File: config.mk
export PLATFORM = sky130hd
export DESIGN_NAME = flash_stat_gen
export DESIGN_NICKNAME = d
export VERILOG_FILES = /design/src/rtl/flash_stat_pkg.sv /design/src/rtl/flash_stat_ctrl.sv /design/src/rtl/flash_stat_dp.sv /design/src/rtl/flash_stat_gen.sv
export SDC_FILE = /design/constraint.sdc
export NUM_CORES = 1
export LEC_CHECK = 0
export BUFFER_PORTS_ARGS = -buffer_cell sky130_fd_sc_hd__buf_2
export CORE_UTILIZATION = 40
export CTS_CLUSTER_DIAMETER = 40
export DETAILED_ROUTE_END_ITERATION = 12
export PLACE_DENSITY = 0.66
export SLEW_MARGIN = 20
export SYNTH_ARGS = -nofsm -noshare
export SYNTH_HDL_FRONTEND = slang
export SYNTH_SLANG_ARGS = --single-unit
File: constraint.sdc
create_clock -name clk -period 4.77 [get_ports clk]
set_input_delay 0.954 -clock clk [delete_from_list [all_inputs] [get_ports clk]]
set_output_delay 0.954 -clock clk [all_outputs]
set_load 0.05 [all_outputs]
File: src/rtl/flash_stat_pkg.sv
package flash_stat_pkg;

  typedef enum logic [2:0] {
    OP_READ     = 3'd0,
    OP_PROG     = 3'd1,
    OP_ERASE    = 3'd2,
    OP_SUSPEND  = 3'd3,
    OP_SUSPPROG = 3'd4
  } opMode_e;

  // strobes from control to datapath
  typedef struct packed {
    logic load;
    logic showStatus;
    logic flipA;
    logic flipB;
    logic pollBit;
    logic limitBit;
    logic eraseBit;
  } statStb_t;

  function automatic opMode_e decodeMode(input logic [2:0] code);
    case (code)
      3'd1:    return OP_PROG;
      3'd2:    return OP_ERASE;
      3'd3:    return OP_SUSPEND;
      3'd4:    return OP_SUSPPROG;
      default: return OP_READ;
    endcase
  endfunction

  function automatic logic isTimedOp(input opMode_e m);
    return (m == OP_PROG) || (m == OP_ERASE) || (m == OP_SUSPPROG);
  endfunction

endpackage

File: src/rtl/flash_stat_ctrl.sv
module flash_stat_ctrl
  import flash_stat_pkg::*;
#(
  parameter int MODE_W = 3
) (
  input  logic              clk,
  input  logic              rstN,
  input  logic [MODE_W-1:0] modeIn,
  input  logic              sectorHit,
  input  logic              progBit7,
  input  logic              timeout,
  input  logic              rdEn,
  input  logic              resetCmd,
  output statStb_t          stb,
  output logic              readyOut
);

  opMode_e liveMode;
  opMode_e failMode;
  opMode_e effMode;
  logic    failLatched;

  assign liveMode = decodeMode(modeIn[2:0]);
  assign effMode  = failLatched ? failMode : liveMode;

  always_ff @(posedge clk or negedge rstN) begin
    if (!rstN) begin
      failLatched <= 1'b0;
      failMode    <= OP_READ;
    end else if (resetCmd) begin
      failLatched <= 1'b0;
      failMode    <= OP_READ;
    end else if (!failLatched && timeout && isTimedOp(liveMode)) begin
      failLatched <= 1'b1;
      failMode    <= liveMode;
    end
  end

  always_comb begin
    stb            = '0;
    stb.load       = rdEn;
    stb.limitBit   = failLatched;
    readyOut       = 1'b1;
    case (effMode)
      OP_PROG, OP_SUSPPROG: begin
        stb.showStatus = 1'b1;
        stb.pollBit    = ~progBit7;
        stb.flipA      = rdEn;
        readyOut       = 1'b0;
      end
      OP_ERASE: begin
        stb.showStatus = 1'b1;
        stb.pollBit    = 1'b0;
        stb.eraseBit   = 1'b1;
        stb.flipA      = rdEn;
        stb.flipB      = rdEn & sectorHit;
        readyOut       = 1'b0;
      end
      OP_SUSPEND: begin
        stb.showStatus = sectorHit;
        stb.pollBit    = 1'b1;
        stb.flipB      = rdEn & sectorHit;
      end
      default: begin
        stb.showStatus = 1'b0;
      end
    endcase
  end


  fail_sticky_chk: assert property (@(posedge clk) disable iff (!rstN)
    failLatched && !resetCmd |=> failLatched && readyOut == 1'b0);


  reset_clear_chk: assert property (@(posedge clk) disable iff (!rstN)
    resetCmd |=> !failLatched);

endmodule

File: src/rtl/flash_stat_dp.sv
module flash_stat_dp
  import flash_stat_pkg::*;
#(
  parameter int DATA_W = 8
) (
  input  logic              clk,
  input  logic              rstN,
  input  statStb_t          stb,
  input  logic [DATA_W-1:0] arrayData,
  output logic [DATA_W-1:0] dataOut
);

  localparam int POLL_POS  = DATA_W - 1;
  localparam int TOGA_POS  = DATA_W - 2;
  localparam int LIMIT_POS = DATA_W - 3;
  localparam int ERASE_POS = DATA_W - 5;
  localparam int TOGB_POS  = DATA_W - 6;

  logic              togA;
  logic              togB;
  logic [DATA_W-1:0] statusByte;

  always_comb begin
    statusByte            = '0;
    statusByte[POLL_POS]  = stb.pollBit;
    statusByte[TOGA_POS]  = togA;
    statusByte[LIMIT_POS] = stb.limitBit;
    statusByte[ERASE_POS] = stb.eraseBit;
    statusByte[TOGB_POS]  = togB;
  end

  always_ff @(posedge clk or negedge rstN) begin
    if (!rstN) begin
      togA    <= 1'b0;
      togB    <= 1'b0;
      dataOut <= '0;
    end else if (stb.load) begin
      dataOut <= stb.showStatus ? statusByte : arrayData;
      togA    <= togA ^ stb.flipA;
      togB    <= togB ^ stb.flipB;
    end
  end


  hold_chk: assert property (@(posedge clk) disable iff (!rstN)
    !stb.load |=> $stable(dataOut));


  zero_bits_chk: assert property (@(posedge clk) disable iff (!rstN)
    stb.load && stb.showStatus |=> dataOut[DATA_W-4] == 1'b0 && dataOut[1:0] == 2'b00);

endmodule

File: src/rtl/flash_stat_gen.sv
module flash_stat_gen
  import flash_stat_pkg::*;
#(
  parameter int DATA_W = 8,
  parameter int MODE_W = 3
) (
  input  logic              clk,
  input  logic              rstN,
  input  logic [MODE_W-1:0] modeIn,
  input  logic              sectorHit,
  input  logic              progBit7,
  input  logic              timeout,
  input  logic              rdEn,
  input  logic              resetCmd,
  input  logic [DATA_W-1:0] arrayData,
  output logic [DATA_W-1:0] dataOut,
  output logic              readyOut
);

  statStb_t stb;

  flash_stat_ctrl #(.MODE_W(MODE_W)) ctrl_i (
    .clk(clk), .rstN(rstN), .modeIn(modeIn), .sectorHit(sectorHit),
    .progBit7(progBit7), .timeout(timeout), .rdEn(rdEn),
    .resetCmd(resetCmd), .stb(stb), .readyOut(readyOut)
  );

  flash_stat_dp #(.DATA_W(DATA_W)) dp_i (
    .clk(clk), .rstN(rstN), .stb(stb), .arrayData(arrayData),
    .dataOut(dataOut)
  );


  read_ready_chk: assert property (@(posedge clk) disable iff (!rstN)
    stb.load && !stb.showStatus |=> dataOut == $past(arrayData));

endmodule

# [Word level (Yosys, flattened, before mapping)]
# Index checks and enable logic that the tools add are counted.
[classes] eq_ne=11 n_reduce_logical=9 n_mux=13 bitwise_logic=4
[ops] operator="equality test 3 x 2 -> 1 bit, second input constant" n=5
[ops] operator="case mux 3 bit (4 select lines)" n=1
[ops] operator="equality test 3 x 1 -> 1 bit, second input constant" n=3
[ops] operator="equality test 3 bit, second input constant" n=3
[ops] operator="2-to-1 mux 3 bit" n=3
[ops] operator="2-to-1 mux 8 bit" n=1
[ops] operator="2-to-1 mux 1 bit" n=6
[ops] operator="case mux 1 bit (2 select lines)" n=2
[ops] operator="OR reduction 2 bit" n=2
[ops] operator="OR reduction 3 bit" n=1
[ops] operator="logical AND 1 bit" n=2
[ops] operator="logical OR 1 bit" n=2
[ops] operator="nonzero test 2 bit" n=1
[ops] operator="XOR 1 bit" n=2
[ops] operator="AND 1 bit" n=1
[ops] operator="zero test 1 bit" n=1
[ops] operator="NOT 1 bit" n=1
[word_totals] ff_bits=14 word_cells=42

# [Depth between registers and ports, before layout]
# Gate-level depths: netlist (run 1).
[depth] word_depth=8 ltp_mapped=6

# [Modules after synthesis]
# A second synthesis (run 1) with hierarchy kept.
[hier_totals] hier_cells=87 area_unflattened_um2=832.0
[by_module_without_submodules] mod="flash_stat_dp" area_per_inst_um2=455.4 instances=1 cells_per_inst=41
[by_module_without_submodules] mod="flash_stat_ctrl" area_per_inst_um2=376.6 instances=1 cells_per_inst=46

# [Worst setup path before layout (run 1)]
# Ideal clock, no wire load.
[synth_path] path_kind="input to output" startpoint="input port modeIn[2]" endpoint="output port readyOut" t_arrival_ps=2207 stages=4 path_buffers=0 path_slack_ps=1609 cell_sequence="or3b_1 nand2_1 a211oi_1 nor2_1"
[synth_via] elab_chain_len=6 elab_cells_between_ends=11 classes_between="eq/ne: 7; mux: 3; reduce/logical: 1"
[synth_rtl] item="start, declared" line="flash_stat_gen.sv:9" text="input logic [MODE_W-1:0] modeIn,"
[synth_rtl] item="equality test 3 bit (tied with other cells)" line="flash_stat_pkg.sv:23" text="case (code)"
[synth_rtl] item="case mux 3 bit (4 select lines) (*)" line="flash_stat_pkg.sv:23"
[synth_rtl] item="2-to-1 mux 3 bit (*)" line="flash_stat_ctrl.sv:24" text="assign effMode = failLatched ? failMode : liveMode;"
[synth_rtl] item="equality test 3 x 1 -> 1 bit (tied with other cells)" line="flash_stat_ctrl.sv:44" text="case (effMode)"
[synth_rtl] item="OR reduction 3 bit (no line) (*)"
[synth_rtl] item="2-to-1 mux 1 bit (*)" line="flash_stat_ctrl.sv:44"
[synth_rtl] item="end, declared" line="flash_stat_gen.sv:17" text="output logic readyOut"
# Mark *: on every way between the ends. The rest lies on a longest branch, timed or not.

# [Final worst setup path (run 1)]
# Ends and elaborated chain as after synthesis.

==> key figures, run 1 <==
Placed design
  • DP HPWL: around 1400 um
  • DP Area: ~960 um2
  • Number of port buffers: 26
  • Placed cells: approximately 130
  • Routability cong.: 0.780
  • Worst slack at placement: 1.39 ns

Clock network
  • Hold-fix buffers, CTS: 0
  • H-tree depth: 1
  • Clock latency on the worst-skew pair: 0.28 ns
  • Post-CTS setup buffers: 0
  • TritonCTS buffer count: 3
  • Clock sink total: 14
  • CTS resizes: 0
  • CTS tree: built
  • Root buf cell: clkbuf_4
  • CTS max path bufs: 2
  • Reg clk slew, reported paths: ~0.080 ns

Detailed routing
  • Routed wire per std cell: ~13 um
  • Via density: between 5 and 6
  • Final ANT Viol Nets: 0
  • Residual DRC: 0
  • Total Wirelength: roughly 1700 um
  • DR pass1 iterations: 4
  • Starting DRT DRC Count: 10
  • DR vias: between 700 and 800

Global route
  • Largest net degree at the start of global routing: 15
  • Total track usage: 17.5%
  • First-pass GRT wire length: around 2700 um
  • Initial antenna violation count: 0
  • Vias in the first global route: between 600 and 700
  • GRT overflow: 0

STA
  • Final Skew: roughly 0.0066 ns
  • Worst-Margin Slew: approximately 0.53 ns
  • Max-slew headroom: around 65%
  • Final Hold Viols: 0
  • Setup violations, final: 0
  • Fmax: 295 MHz
  • Min Tclk post-route: roughly 3.4 ns
  • RSZ-0062 raised after global routing: false
  • Slack of the critical path: 1.38 ns
  • Max Slew Vio Count: 0
  • Final Hold Slack: 0.484 ns
  • TNS Setup: 0 ns
  • Tcrit/Tclk final: 71.1%

Synthesis
  • Synth warnings: 0
  • Mapped Avg Cell Area: 9.72 um2
  • Syn nets: approximately 100
  • Part of the Yosys area used for sequential elements: between 40% and 50%
  • #FFs+latches synth: 14
  • Post-Syn Area: approximately 800 um2
  • Cells after Synth: 83
  • Synth cell types: 31

Setup path
  • CP Cell Sequence: buf_2, or3b_1, a221o_1, nor3_4, nor2_1, buf_2
  • Worst setup path start: modeIn[2]
  • Critical path's slowest cell: a221o_1
  • Crit Path Category: in -> out
  • Crit-path max cell delay: about 0.44 ns
  • Most Frequent Cell on Critical Path: buf_2
  • Critical path's top delay family: simple AND/OR/NAND/NOR gates
  • Reg-to-Reg Start: ctrl_i.failLatched$_DFFE_PN0P_
  • Crit path buf inv count: 2
  • CP endpoint kind: output pin
  • Startpoint types: input port
  • CP Data Required Time: 3.82 ns
  • Worst EP arrival: 2.44 ns
  • Reg2reg setup slack: between 2 and 3 ns
  • Worst-path fanout max: 8

Floorplanning
  • Core area: 0.00180 mm2
  • Die X: between 40 and 50 um
  • I/O pin count: 27
  • Row count: 15
  • Die Height: between 40 and 50 um
  • Die ar.: between 0.002 and 0.0025 mm2
  • Initial core utilization: between 40% and 50%

Cells and area
  • ANT cells: 0
  • Final Cell Area: approximately 1000 um2
  • Cell Count, Final, Fillers Out: 136
  • Seq. cell area: 350 um2
  • Fraction of layout cells with a size suffix above 1: approximately 32%
  • Multi-input logic area: about 440 um2
  • Fill cells: 179
  • # nets final: 130
  • Layout area overhead: 23.6%
  • Utilization after layout: between 50% and 60%

Power and ir drop
  • Total power: 0.355 mW
  • Static leakage: ~0.46 nW
  • Worst IR Drop VDD: ~190 uV
  • Power per standard cell area: around 360 mW/mm2

Worst hold path
  • Worst hold path type: reg -> reg
  • Hold Crit Start: dp_i.dataOut[0]$_DFFE_PN0P_

Status
  • Run status: finished, final reports clean

Flow run
  • Number of max-cap violations: 0
==> logic make-up (layout without fill, tap and decap cells) <==
kind of cell	Yosys count	after routing	share of synthesized area, %
buf+inv	4	32	1.86
simple gates	31	31	22.5
compound gates	27	27	24.0
mux	4	4	4.96
flops	14	14	43.4
xor+xnor	3	3	3.26
==> Yosys cell counts <==
master	count	area [um2]
dfrtp_1	14	350
nand2_1	8	30.0
nor2_1	8	30.0
a21oi_1	6	30.0
o2bb2ai_1	5	43.8
mux2i_1	4	40.0
nor2b_1	3	18.8
o21ai_1	3	15.0
xnor2_1	3	26.3
a211o_1	2	17.5
a31oi_1	2	12.5
and2_1	2	12.5
clkbuf_1	2	7.51
inv_1	2	7.51
o21ai_0	2	10.0
or3b_1	2	17.5
a211oi_1	1	7.51
a221o_1	1	10.0
nand2b_1	1	6.26
nand3_1	1	5.00
nand4_1	1	6.26
nor2_4	1	11.3
nor3_1	1	5.00
nor3_4	1	16.3
nor3b_1	1	7.51
nor4b_2	1	15.0
o211a_2	1	10.0
o211ai_1	1	7.51
o211ai_2	1	12.5
o21ai_2	1	8.76
o311ai_0	1	8.76
==> flip-flops by register name, summed over array words and instances (netlist names) <==
register            count
ctrl_i.failLatched      1
dp_i.togA               1
dp_i.dataOut            8
ctrl_i.failMode         3
dp_i.togB               1
==> cells in the final DEF, fill, tap and decap left out, types with 2 or more instances in the layout <==
cell type,synthesis,routed
nor2b_1,3,3
nor2_1,8,8
xnor2_1,3,3
clkbuf_4,0,3
buf_2,0,26
a21oi_1,6,6
and2_1,2,2
nand2_1,8,8
or3b_1,2,2
o21ai_1,3,3
inv_1,2,2
o2bb2ai_1,5,5
a211o_1,2,2
dfrtp_1,14,14
a31oi_1,2,2
o21ai_0,2,2
mux2i_1,4,4
==> worst reg2reg max path: cells and delay by family (launching register included) <==
family / cells / cell delay [ns]
and+or+nand+nor: 1 / 0.44
AOI/OAI and AO/OA: 4 / 0.90
DFF: 1 / 0.49
==> power by group <==
| part | internal (mW) | switching [mW] | total (mW) |
|---|---|---|---|
| sequential | 0.139 | 0.0153 | 0.154 |
| combinational | 0.0383 | 0.0786 | 0.117 |
| clock | 0.0464 | 0.0371 | 0.0836 |
==> worst paths after layout <==
kind	end	cells after the start
worst max-delay path	readyOut	6
min in group asynchronous	dp_i.dataOut[2]$_DFFE_PN0P_	1
max in group asynchronous	ctrl_i.failMode[1]$_DFFE_PN0P_	1
worst min register to register	dp_i.dataOut[0]$_DFFE_PN0P_	1
worst max register to register	dp_i.dataOut[5]$_DFFE_PN0P_	5
worst min-delay path	dp_i.dataOut[0]$_DFFE_PN0P_	1
==> cell type report <==
class,count,area share (%)
Multi-Input combinational cell,65,44.3
Sequential cell,14,35.1
Timing Repair Buffer,26,13.0
Clock buffer,4,3.64
Tap cell,25,3.14
Inverter,2,0.753
==> per-layer routing <==
| metal | GRT usage [%] | vias up | part of all wire, % |
|---|---|---|---|
| met1 | 20.8 | 346 | 45 |
| met3 | 5.77 | 2 | 5.2 |
| li1 | - | 365 | - |
| met2 | 30.0 | 16 | 49 |
| met5 | 0 | - | 0 |
| met4 | 5.14 | 0 | 0.58 |
Power figures use the tool's default switching activity.
==> inputs of run 2 (changes only) <==
--- a/config.mk
+++ b/config.mk
@@ -5,11 +5,12 @@
 export SDC_FILE = /design/constraint.sdc
 export NUM_CORES = 1
 export LEC_CHECK = 0
+export ABC_AREA = 1
 export BUFFER_PORTS_ARGS = -buffer_cell sky130_fd_sc_hd__buf_2
 export CORE_UTILIZATION = 40
 export CTS_CLUSTER_DIAMETER = 40
 export DETAILED_ROUTE_END_ITERATION = 12
-export PLACE_DENSITY = 0.66
+export PLACE_DENSITY = 0.65
 export SLEW_MARGIN = 20
 export SYNTH_ARGS = -nofsm -noshare
 export SYNTH_HDL_FRONTEND = slang
==> constraint.sdc (replaced) <==
create_clock -name clk -period 3.6 [get_ports clk]
set_input_delay 0.72 -clock clk [delete_from_list [all_inputs] [get_ports clk]]
set_output_delay 0.72 -clock clk [all_outputs]
set_load 0.05 [all_outputs]
==> run 2 against run 1 <==
Effect of this change:
- global-route usage rose by 0.42 points
- clock skew fell by 0.0023 ns
- largest cell class unchanged
- hold slack got worse by 0.16 ns
- flip-flop and latch count did not move
- largest power group is now combinational logic
- worst setup slack got worse by 0.39 ns
- area after synthesis rose by 6.7%
- via count rose by 5.8%
- non-clock buffer count did not move
- register-to-register slack got worse by 0.75 ns
- critical path depth rose by 3
- final cell count rose by 19%
==> key figures, run 2 <==
STA
  • Max Slew Vio Count: 0 (unchanged)
  • Worst-Margin Slew: 0.328 ns (-0.197 ns)
  • Tcrit/Tclk final: between 70% and 80%
  • TNS Setup: 0 ns (unchanged)
  • Final Hold Viols: 0 (unchanged)
  • Setup violations, final: 0 (unchanged)
  • Final Skew: 0.00430 ns (-0.00229 ns)
  • RSZ-0062 raised after global routing: false
  • Fmax: ~380 MHz
  • Slack of the critical path: 0.987 ns (-0.390 ns)
  • Final Hold Slack: 0.323 ns (-0.161 ns)
  • Max-slew headroom: 78.1% (+13 points)
  • Min Tclk post-route: 2.61 ns

Power and ir drop
  • Worst IR Drop VDD: 257 uV (+32%)
  • Power per standard cell area: 502 mW/mm2 (+41%)
  • Comb pwr share: 40.2% (+7.3 points)
  • Cell-internal power: 0.308 mW (+37%)
  • NetSw: 0.219 mW (+67%)
  • Static leakage: 0.566 nW (+23%)
  • Clock power frac: 21.4% (-2.1 points)
  • Sw frac: 41.6% (+4.7 points)
  • Sequential Power Share: 38.4% (-5.1 points)

Floorplanning
  • Initial core utilization: 43.0% (-1.8 points)
  • Core area: 0.00200 mm2 (+11%)
  • Row count: 16 (+1)
  • I/O pin count: 27 (unchanged)
  • Die X: 48.4 um (+3.1%)
  • Die Height: 48.4 um (+3.1%)
  • Die ar.: 0.00234 mm2 (+6.4%)

Clock network
  • CTS max path bufs: 2 (unchanged)
  • Clock latency on the worst-skew pair: 0.28 ns (about the same)
  • H-tree depth: 1 (unchanged)
  • TritonCTS buffer count: 3 (unchanged)
  • Reg clk slew, reported paths: 0.09 ns (about the same)
  • Root buf cell: clkbuf_4
  • Post-CTS setup buffers: 0 (unchanged)
  • CTS resizes: 0 (unchanged)
  • Clock sink total: 14 (unchanged)
  • CTS tree: built
  • Hold-fix buffers, CTS: 0 (unchanged)

Cells and area
  • Layout area overhead: 21.9%
  • Largest register FFs: 8 (unchanged)
  • Utilization after layout: 52.4% (-2.9 points)
  • Biggest regs: dp_i.dataOut x8, ctrl_i.failMode x3
  • Commonest non-fill, non-tap cell in the layout: nand2_1
  • ANT cells: 0 (unchanged)
  • Most flops, register: dp_i.dataOut
  • # nets final: 154 (+18%)
  • Final Cell Area: 0.00105 mm2 (+5.3%)
  • Fraction of layout cells with a size suffix above 1: 34.8% (+2.4 points)
  • Commonest non-fill, non-tap cells in the layout: 31 x nand2_1, 26 x buf_2, 15 x inv_1, 14 x dfrtp_1

Detailed routing
  • DR vias: 771 (+5.8%)
  • Routed wire per std cell: 11.1 um (-12%)
  • Residual DRC: 0 (unchanged)
  • Total Wirelength: 1800 um (+4.5%)
  • Via density: 4.76 (-11%)
  • DR pass1 iterations: 4 (unchanged)
  • Starting DRT DRC Count: 9 (-1)
  • Final ANT Viol Nets: 0 (unchanged)

Synthesis
  • Synth top area share: 40.7% (-2.7 points)
  • Cells after Synth: 106 (+28%)
  • Main combinational cell family by area after synthesis: simple AND/OR/NAND/NOR gates
  • Mapped Avg Cell Area: 8.12 um2 (-16%)
  • Number of synthesized flops with an enable pin: 0 (unchanged)
  • Async set-reset flop share out of synthesis: 100% (unchanged)
  • Synth cell types: 20 (-35%)
  • Post-synthesis xor/xnor area fraction: 2.03% (-1.2 points)
  • Synth Flop Type: dfrtp_1
  • Leading area contributor after synthesis: dfrtp_1
  • Synth area leaders: dfrtp_1 41%, nand2_1 14%, inv_1 6.5%
  • Post-synthesis mux area share: 0% (-5.0 points)
  • Post-Syn Area: 861 um2 (+6.7%)
  • Post-synth top cells: 31 x nand2_1, 15 x inv_1, 14 x dfrtp_1
  • Synth warnings: 0 (unchanged)
  • Complex-gate fraction of the synthesized area: 7.85% (-16 points)
  • Simple-Gate Fraction of Synth Area: 41.1% (+19 points)
  • Most common cell in the netlist: nand2_1
  • Syn nets: 124 (+23%)
  • #FFs+latches synth: 14 (unchanged)
  • Part of the Yosys area used for sequential elements: 40.7% (-2.7 points)
  • Post-Synth Adder-Cell Area: 0% (unchanged)

Setup path
  • Worst-path fanout max: 7 (-1)
  • Critical path's slowest cell: buf_2
  • FF-to-FF End: dp_i.dataOut[6]$_DFFE_PN0P_
  • CP Cell Sequence: buf_2, inv_1, nand2_1, o21ai_0, nand2_2, nand3_4, nand2_2, inv_1, buf_2
  • CP Data Required Time: 2.88 ns (-0.94 ns)
  • Crit-path max cell delay: 0.25 ns (-0.19 ns)
  • Reg-to-Reg Start: ctrl_i.failLatched$_DFFE_PN0P_
  • WP depth: 9 (+3)
  • Worst EP arrival: 1.89 ns (-0.55 ns)
  • Crit Path Category: in -> out
  • Worst setup path endpoint: readyOut
  • Critical path's top delay family: buffers and inverters
  • Startpoint types: input port
  • Worst setup path start: modeIn[2]
  • CP endpoint kind: output pin
  • Worst r2r path cells: 9 (+4)
  • Crit path buf inv count: 4 (+2)
  • Reg2reg setup slack: 2.09 ns (-0.75 ns)

Placed design
  • Worst slack at placement: 1.01 ns (-0.375 ns)
  • DP Area: 0.00101 mm2 (+5.5%)
  • Routability cong.: 0.805 (+3.2%)
  • Number of port buffers: 26 (unchanged)
  • DP HPWL: 1360 um (-2.4%)

Status
  • Run status: finished, final reports clean

Worst hold path
  • Worst hold path type: in -> async

Global route
  • Initial antenna violation count: 0 (unchanged)
  • Largest net degree at the start of global routing: 15 (unchanged)
  • First-pass GRT wire length: 3310 um (+24%)
  • GRT overflow: 0 (unchanged)
  • Total track usage: 17.9% (+0.42 points)
  • Vias in the first global route: 758 (+19%)

Flow run
  • Number of max-cap violations: 0 (unchanged)
-- run 2: layout make-up --
cell class	count	area, um2
sequential	14	350
clock buffer	4	36.3
tap	27	33.8
fill	216	952
timing repair buffer	26	130
multi-input combinational	75	439
inverter	16	60.1
-- run 2: per-stage QoR --
step / instances / power [mW]
finish: 162 / 0.527
global route: 162 / 0.559
CTS: 162 / 0.534
detailed placement: 158 / 0.418
global placement: 158 / 0.414
floorplan: 106 / 0.367
-- run 2: worst min-delay path by stage --
stage	start	end
after global placement	dp_i.dataOut[2]$_DFFE_PN0P_	dp_i.dataOut[2]$_DFFE_PN0P_
after detailed placement	dp_i.dataOut[7]$_DFFE_PN0P_	dp_i.dataOut[7]$_DFFE_PN0P_
after CTS	rstN	dp_i.dataOut[1]$_DFFE_PN0P_
after floorplan	rstN	ctrl_i.failLatched$_DFFE_PN0P_
final	rstN	dp_i.dataOut[1]$_DFFE_PN0P_
after global routing	rstN	dp_i.dataOut[1]$_DFFE_PN0P_
-- run 2: metal layers --
layer	vias up	global-route usage [%]	share of wire [%]
met1	347	24.5	49
met2	20	28.4	46
met3	4	1.89	2.9
li1	400	-	-
met5	-	0	0
met4	0	8.33	1.8
-- run 2: kinds of logic after synthesis --
logic type,Yosys count
xor+xnor,2
simple gates,61
buf+inv,17
flops,14
compound gates,12
-- run 2: power by group through the flow --
stage | combinational, mW | clock, mW | sequential (mW)
finish | 0.212 | 0.113 | 0.202
global route | 0.231 | 0.122 | 0.206
CTS | 0.213 | 0.118 | 0.202
detailed placement | 0.212 | 0 | 0.205
global placement | 0.210 | 0 | 0.204
floorplan | 0.101 | 0 | 0.267
